`config.mk`:
```
export PLATFORM = sky130hd
export DESIGN_NAME = adaptive_fifo
export DESIGN_NICKNAME = d
export VERILOG_FILES = /design/src/rtl/adaptive_fifo.sv
export SDC_FILE = /design/constraint.sdc
export NUM_CORES = 1
export LEC_CHECK = 0
export BUFFER_PORTS_ARGS = -buffer_cell sky130_fd_sc_hd__buf_2
export CAP_MARGIN = 40
export CORE_MARGIN = 4
export CORE_UTILIZATION = 30
export CTS_BUF_LIST = sky130_fd_sc_hd__clkbuf_16
export DETAILED_ROUTE_END_ITERATION = 12
export PLACE_DENSITY = 0.48
export SETUP_SLACK_MARGIN = 0.4
export SLEW_MARGIN = 25
export SYNTH_ARGS = -nofsm -noshare
export SYNTH_HDL_FRONTEND = slang
export SYNTH_SLANG_ARGS = --single-unit
```
`constraint.sdc`:
```
create_clock -name clk -period 6.85 [get_ports clk]
set_input_delay 1.7125 -clock clk [delete_from_list [all_inputs] [get_ports clk]]
set_output_delay 1.7125 -clock clk [all_outputs]
set_load 0.05 [all_outputs]
```
`src/rtl/adaptive_fifo.sv`:
```
module adaptive_fifo #(
  parameter int WIDTH      = 32,
  parameter int SLOTS      = 32,
  parameter int FSW        = 6,
  parameter int SMALL_CAP  = 4,
  parameter int NARROW_MAX = 8,
  parameter int MID_MAX    = 16
) (
  input  logic             clk,
  input  logic             rst_n,
  input  logic             clear,
  input  logic             cfg_we,
  input  logic             cfg_big,
  input  logic [FSW-1:0]   cfg_frame_size,
  input  logic             push,
  input  logic [WIDTH-1:0] push_data,
  input  logic             pop,
  output logic [WIDTH-1:0] pop_data,
  output logic             pop_err,
  output logic             push_drop,
  output logic             empty,
  output logic             full,
  output logic             full_next,
  output logic [$clog2(SLOTS):0] level,
  output logic [$clog2(SLOTS):0] cap
);
  localparam int AW = $clog2(SLOTS);
  localparam int CW = AW + 1;

  logic [WIDTH-1:0] mem [SLOTS];
  logic [AW-1:0]    wr_ptr, rd_ptr;
  logic [CW-1:0]    count, depth, depth_sel;
  logic             do_pop, do_push;

  function automatic logic [AW-1:0] bump(input logic [AW-1:0] p);
    return (p == AW'(SLOTS - 1)) ? '0 : p + 1'b1;
  endfunction

  always_comb begin
    if (!cfg_big)                                 depth_sel = CW'(SMALL_CAP);
    else if (cfg_frame_size <= FSW'(NARROW_MAX))  depth_sel = CW'(SLOTS);
    else if (cfg_frame_size <= FSW'(MID_MAX))     depth_sel = CW'(SLOTS / 2);
    else                                          depth_sel = CW'(SLOTS / 4);
  end

  assign do_pop  = pop && (count != '0) && !clear;
  assign do_push = push && !clear && ((count < depth) || do_pop);

  assign empty     = (count == '0);
  assign full      = (count >= depth);
  assign full_next = (count == depth - 1'b1);
  assign level     = count;
  assign cap       = depth;

  always_ff @(posedge clk) begin
    if (do_push) mem[wr_ptr] <= push_data;
  end

  always_ff @(posedge clk or negedge rst_n) begin
    if (!rst_n) begin
      wr_ptr    <= '0;
      rd_ptr    <= '0;
      count     <= '0;
      depth     <= CW'(SMALL_CAP);
      pop_data  <= '0;
      pop_err   <= 1'b0;
      push_drop <= 1'b0;
    end else begin
      if (cfg_we) depth <= depth_sel;
      pop_err   <= pop && !clear && (count == '0);
      push_drop <= push && !clear && !do_push;
      if (clear) begin
        wr_ptr <= '0;
        rd_ptr <= '0;
        count  <= '0;
      end else begin
        if (do_push) wr_ptr <= bump(wr_ptr);
        if (do_pop)  rd_ptr <= bump(rd_ptr);
        if (pop)     pop_data <= do_pop ? mem[rd_ptr] : '0;
        count <= count + CW'(do_push) - CW'(do_pop);
      end
    end
  end
endmodule

```
## Word level (Yosys, flattened, before mapping)

Memories as Yosys holds them, arrays and structs flattened.
Cells that the tools add are included.

- Add/subtract/negate cells: 5
- Order comparisons: 4
- Equal/unequal tests: 3
- Muxes and demuxes: 13
- Bitwise gates (word level): 1
- Reduce and logical (&&, ||, !) cells: 15

Operators with widths:

| cell | count |
|---|---|
| 2-to-1 mux 5 bit | 7 |
| 2-to-1 mux 32 bit | 1 |
| 2-to-1 mux 6 bit | 3 |
| adder 5 x 1 -> 5 bit, second input constant | 2 |
| == test 5 bit, second input constant | 2 |
| logical AND 1 bit | 7 |
| adder 6 x 1 -> 6 bit | 1 |
| == test 6 bit | 1 |
| >= comparator 6 bit | 1 |
| <= comparator 6 x 4 -> 1 bit, second input constant | 1 |
| <= comparator 6 x 5 -> 1 bit, second input constant | 1 |
| zero test 6 bit | 1 |
| < comparator 6 bit | 1 |
| nonzero test 6 bit | 1 |
| subtractor 6 x 1 -> 6 bit | 1 |
| subtractor 6 x 1 -> 6 bit, second input constant | 1 |
| nonzero test 2 bit | 2 |
| zero test 1 bit | 2 |
| 2-to-1 mux 1 bit | 2 |
| AND reduction 2 bit | 1 |
| logical OR 1 bit | 1 |
| inverter 1 bit | 1 |

- Register bits: 56
- Memory bits (writable): 1,024
- Output and inout port bits: 49
- Logic and storage cells: 49
- Memories kept: 1

Memory list:

| memory | depth | width | rd ports | clocked after memory_dff | write ports | RTL line | source |
|---|---|---|---|---|---|---|---|
| mem | 32 | 32 | 1 | 0 | 1 | 30 | `logic [WIDTH-1:0] mem [SLOTS];` |

## Logic depth before layout (Yosys ltp)

Gate-level depths: netlist of run 1.

- Word-level depth: 8
- Mapped depth: 18

## Least setup slack after synthesis of run 1

No wires, ideal clock.

- Path type: input-to-reg
- Start point: input port clear
- End point: memory mem[30][0], enable pin
- Library setup time: 0.421 ns
- Arrival: 4.048 ns
- Required time: 6.429 ns
- Path slack: 2.380 ns
- Stages: 7
- Path buffers: 1
- Cells stage by stage: nand2b_1 buf_2 nor2_2 nand2_1 o31ai_2 nand2_1 nor2_1

- Longest elaborated chain between the ends: 6
- Elaborated cells between the ends (all ways): 7
- Classes of those cells: mux: 2; reduce/logical: 5

RTL lines:

| item | RTL line | source |
|---|---|---|
| from (decl) | 11 | `input logic clear,` |
| zero test 1 bit (*) | 46, 47 |  |
| logical AND 1 bit | 46 | `assign do_pop = pop && (count != '0) && !clear;` |
| logical OR 1 bit | 47 | `assign do_push = push && !clear && ((count < depth) \|\| do_pop);` |
| logical AND 1 bit (*) | 47 |  |
| 2-to-1 mux 1 bit (*) | 56 | `if (do_push) mem[wr_ptr] <= push_data;` |
| 2-to-1 mux 1 bit (implied by the code) (*) | 56 |  |
| to (decl) | 30 |  |

Every way passes the cells marked *; elsewhere a longest branch is shown, timed or not.

## Worst setup path after layout of run 1

- Start point: register count[3], in the netlist level[3]
- End point: output port full

- Longest elaborated chain between the ends: 1

RTL lines:

| item | RTL line | source |
|---|---|---|
| from (decl) | 32 | `logic [CW-1:0] count, depth, depth_sel;` |
| from (signal assigned) | 80 | `count <= count + CW'(do_push) - CW'(do_pop);` |
| >= comparator 6 bit | 50 | `assign full = (count >= depth);` |
| to (decl) | 22 | `output logic full,` |

Every way passes these cells.

==> impl_metrics.yaml, run 1 <==
layout:
  nets: 2171
  area_growth_syn_to_layout_pct: 19.18
  layout_common_cells: "1024 x edfxtp_1, 224 x mux4_2, 114 x clkbuf_16"
  final_common_cell: "edfxtp_1"
  nFillCells: 12490
  drive_gt1_share_pct: 28.20
  fin_area_sq_um: 49230
clocking:
  clockBufferDepth: 3
  htree_levels: 3
  cts_tree: "built"
  cts_made_buffers: 112
  clk_latency_ns: 0.69
  cts_resized: 0
  cts_root_buf: "clkbuf_16"
  clk_pin_slew_ns: 0.06
  post-cts-setup-buffers: 0
  hold_buffers: 0
  cts_sinks: 1078
floorplan:
  fp-row-count: 135
  initial_core_util_pct: 30.34
  die_height_um: 379.1
  die_x_um: 379.1
  die_area_sq_um: 143700
  core_sq_um: 136100
  io_pins: 94
routing:
  wl_um: 120000
  drtAntennaViolNets: 0
  vias: 20500
  drc: 0
  drt-pass1-iter-count: 7
  wl_per_cell_um: 30.04
  first_iter_violations: 2193
  viasPerCell: 5.132
critical_path:
  worstPathRequired_ns: 5.14
  rr_worst_depth: 10
  end_kind: "primary output"
  path_buf_inv: 1
  cp_cell_sequence: "ha_1, nor2b_1, o21a_1, o21a_1, nor2_1, o21ai_0, buf_2"
  crit_family: "compound AO/OA/AOI/OAI gates"
  r2r_end: "mem[29][10]"
  r2r-start: "level[3]"
  worst_setup_path_start_kind: "flop"
  worstSetupPathType: "reg -> out"
  critical_path_arrival_ns: 2.36
  cp_max_fo: 5
  cp_slowest_stage_delay_ns: 0.44
  cpMaxStageDelayCell: "dfrtp_1"
  reg2reg_slack_ns: 3.33
  path_common_cell: "o21a_1"
worst_hold_path:
  holdPathStages: 1
  hold_class: "reg -> reg"
  min-delay-start: "pop_data[13]"
  hold_end: "pop_data[13]"
timing:
  fin_crit_sh_pct: 59.49
  tns_ns: 0
  worst_slew_pin_slew_ns: 0.9088
  finalSetupViolCount: 0
  period_needed_ns: 4.075
  rsz0062_at_grt: "false"
  slew_viol_final: 0
  hold_viol_final: 0
  slew_headroom_pct: 39.42
  finClkSkew_ns: 0.03584
  fmax_mhz: 245.4
pwr:
  ir_drop_mv: 0.1955
  report.power.total_mw: 17.36
  power_density_nw_per_um2: 352.7
  leakagePower_nw: 15.39
placement:
  io_buffer_count: 91
  dp.final_hpwl_um: 77910
  gp_routability_congestion: 0.7825
  placed_area_sq_um: 45100
job:
  cap_viol_max_count: 0
synth:
  synth_seq_cells: 1078
  ys_types: 49
  synth-compound-area-share_pct: 3.553
  synth-main-ff-cell: "edfxtp_1"
  synth-adder-area-share_pct: 0.6240
  synth.yosys.seq_area_share_pct: 77.71
  yosys_warnings: 0
  synth_xor_area_share_pct: 0.2120
  synthSimpleGateAreaFrac_pct: 1.805
  synthMuxAreaShare_pct: 14.56
  synth_area_sq_um: 41310
  avgSynthCellArea_sq_um: 21.60
  synthArstFlopShare_pct: 5.009
  synth_edf_count: 1024
  synth_top_family_by_area: "multiplexers"
  netlist_instances: 1912
grt:
  grt_overflow_total: 0
  grt_max_degree: 100
  antenna_found_initial: 17
  track_usage_pct: 16.61
  grt_pass1_vias: 20650
  grt_pass1_wl_um: 167200
outcome:
  status: "finished, final reports clean"
worst max-delay path by stage:
| stage | start | to | cells past startpoint |
|---|---|---|---|
| final | level[3] | full | 7 |
| after CTS | level[3] | full | 7 |
| after floorplan | clear | mem[30][0] | 7 |
| after global routing | cap[3] | full | 8 |
| after detailed placement | clear | mem[29][8] | 8 |
| after global placement | clear | mem[26][5] | 6 |
metal layers:
metal	global-route usage, %	share of wire, %
met2	25.71	46
met5	0	0.028
met3	2.740	6.2
met1	24.62	46
met4	3.754	1.9
cells by family after synthesis:
kind of cell,Yosys count
adders and majority gates,20
DFF,1078
other,1
muxes,321
and+or+nand+nor,164
buffers and inverters,121
AOI/OAI and AO/OA,197
xor gates and xnor gates,10
synthesized netlist by cell type (18+ instances only):
master | count | area, sq um
clkbuf_1 | 51 | 191.4
nor2_1 | 82 | 307.8
a221o_1 | 57 | 570.6
mux4_2 | 224 | 5045
o21ai_1 | 32 | 160.2
o22ai_1 | 34 | 212.7
edfxtp_1 | 1024 | 30750
dfrtp_1 | 53 | 1326
a22oi_1 | 32 | 240.2
nor3_1 | 28 | 140.1
nand2_1 | 18 | 67.56
mux2i_1 | 97 | 970.9
ha_1 | 19 | 237.7
layout make-up:
type	count	area (sq um)	area share, %
inverter	16	60.06	0.1220
clock inverter	96	855.8	1.738
sequential	1078	32110	65.23
clock buffer	114	2853	5.795
tap	1781	2228	4.527
multi-input combinational	714	8859	17.99
antenna	11	27.53	0.05591
timing repair buffer	184	2232	4.534
flip-flops by register name, summed over array words and instances, names as in the netlist:
name       cells
mem         1024
pop_data      32
level          6
rd_ptr         5
wr_ptr         5
cap            4
pop_err        1
push_drop      1
where the power goes:
part           internal, mW  leakage (nW)  total, mW  switching (mW)
Clock                  3.61          1.91       6.13            2.52
Combinational          1.35          3.58       3.54            2.19
Sequential             7.44          9.90       7.69           0.252
Total                  12.4          15.4       17.4            4.96
stage by stage:
step	hold WS, ns	setup slack, ns	std cells	util, %
2_1_floorplan	0.5413	2.380	1913	-
3_3_place_gp	0.5113	1.497	3711	32.32
3_5_place_dp	0.4927	2.021	3757	33.12
4_1_cts	0.5178	2.707	3967	35.85
5_1_grt	0.5378	2.651	3985	36.14
6_report	0.5244	2.775	3994	36.16
(Power assumes the default switching activity.)
==> run 2, diff against run 1 <==
- clock period: 6.85 -> 4.2 ns (I/O delays scaled with it)
==> run 2 against run 1 <==
Global-route usage down 1.4 points. Worst hold slack worse by 0.11 ns. Register-to-register slack worse by 3.0 ns. Critical path depth up 1.
==> impl_metrics.yaml, run 2 (same netlist as run 1, synthesis figures left out) <==
clocking:
  clk_latency_ns: 0.70
  cts_root_buf: "clkbuf_16"
  htree_levels: 3
  clk_pin_slew_ns: 0.06
  clockBufferDepth: 3
  cts_tree: "built"
  post-cts-setup-buffers: 0
  cts_sinks: 1078
  hold_buffers: 0
  cts_made_buffers: 113
  cts_resized: 0
critical_path:
  reg2reg_slack_ns: 0.34
  worst_setup_path_start_kind: "flop"
  path_common_cell: "o21a_1"
  cp_cell_sequence: "ha_1, nor2b_1, o21a_1, o21a_1, o31ai_2, nand2_1, nor2_4, buf_12"
  path_depth: 8
  worstSetupPathType: "reg -> reg"
  end_kind: "flop"
  crit_family: "simple AND/OR/NAND/NOR gates"
  crit_end: "mem[8][13]"
  cp_max_fo: 21
  path_buf_inv: 1
  rr_worst_depth: 8
  worstSetupStartpoint: "level[3]"
  cp_slowest_stage_delay_ns: 0.71
  r2r-start: "level[3]"
  r2r_end: "mem[8][13]"
  critical_path_arrival_ns: 4.23
  cpMaxStageDelayCell: "o31ai_2"
  worstPathRequired_ns: 4.57
timing:
  slew_headroom_pct: 45.14
  rsz0062_at_grt: "true"
  slew_viol_final: 0
  tns_ns: 0
  finClkSkew_ns: 0.02580
  fin_crit_sh_pct: 91.83
  whs_ns: 0.4101
  fmax_mhz: 259.3
  finalSetupViolCount: 0
  worst_slew_pin_slew_ns: 0.8180
  period_needed_ns: 3.857
  hold_viol_final: 0
worst_hold_path:
  hold_class: "in -> async"
pwr:
  power_density_nw_per_um2: 567.7
  ir_drop_mv: 0.3948
  leakagePower_nw: 15.16
layout:
  largest_reg_flops: 1024
  final_common_cell: "edfxtp_1"
  regMostFlops: "mem"
  drive_gt1_share_pct: 28.40
  nets: 2173
  layout_common_cells: "1024 x edfxtp_1, 224 x mux4_2, 116 x clkbuf_16"
  nFillCells: 12500
  area_growth_syn_to_layout_pct: 17.73
routing:
  drc: 0
  drtAntennaViolNets: 0
  vias: 20010
  wl_per_cell_um: 27.53
  first_iter_violations: 1869
  drt-pass1-iter-count: 5
  wl_um: 109800
  viasPerCell: 5.014
grt:
  grt_overflow_total: 0
  antenna_found_initial: 5
  grt_pass1_vias: 20880
  track_usage_pct: 15.19
  grt_max_degree: 59
  grt_pass1_wl_um: 156000
placement:
  dp.final_hpwl_um: 67260
  gp_routability_congestion: 0.7470
  io_buffer_count: 91
floorplan:
  io_pins: 94
  die_area_sq_um: 143700
  die_x_um: 379.1
  initial_core_util_pct: 30.34
  die_height_um: 379.1
  fp-row-count: 135
  core_sq_um: 136100
job:
  cap_viol_max_count: 0
outcome:
  status: "finished, final reports clean"
==> run 2: layer usage <==
| metal | routed length [um] | GRT usage, % |
|---|---|---|
| met3 | 5336 | 2.454 |
| met4 | 2668 | 4.464 |
| met5 | 41 | 0 |
| met1 | 47590 | 20.46 |
| met2 | 54190 | 25.42 |
==> run 2: report_power, final <==
part / total [mW] / leakage (nW) / switching (mW) / internal, mW
Sequential: 12.5 / 9.90 / 0.326 / 12.1
Combinational: 5.42 / 3.36 / 3.19 / 2.23
Clock: 9.72 / 1.89 / 4.11 / 5.61
Total: 27.6 / 15.2 / 7.63 / 20.0
==> run 2: area by class of cell <==
cell class / count / area, sq um / area share, %
Inverter: 16 / 60.06 / 0.1235
Sequential cell: 1078 / 32110 / 66.03
Timing Repair Buffer: 185 / 1709 / 3.514
Clock buffer: 116 / 2903 / 5.969
Multi-Input combinational cell: 714 / 8865 / 18.23
Tap cell: 1781 / 2228 / 4.582
Antenna cell: 1 / 2.502 / 0.005145
Clock inverter: 99 / 752.0 / 1.546
==> run 2: worst min-delay path by stage <==
stage	to	cells after the start
5_1_grt	cap[3]	1
6_report	cap[3]	1
2_1_floorplan	rd_ptr[4]	1
3_3_place_gp	pop_data[22]	1
3_5_place_dp	pop_data[22]	1
4_1_cts	rd_ptr[3]	1
==> run 2: metrics by stage <==
| stage | power (mW) | setup WS, ns | instance area [sq um] | utilization (%) | std cells |
|---|---|---|---|---|---|
| 2_1_floorplan | 16.39 | 0.1117 | 41310 | - | 1913 |
| 3_3_place_gp | 18.23 | 0.1514 | 44930 | 33.00 | 3772 |
| 3_5_place_dp | 18.27 | 0.1662 | 44980 | 33.04 | 3774 |
| 4_1_cts | 28.04 | 0.2976 | 48630 | 35.72 | 3989 |
| 5_1_grt | 28.74 | 0.1437 | 48630 | 35.72 | 3989 |
| 6_report | 27.61 | 0.3431 | 48630 | 35.72 | 3990 |
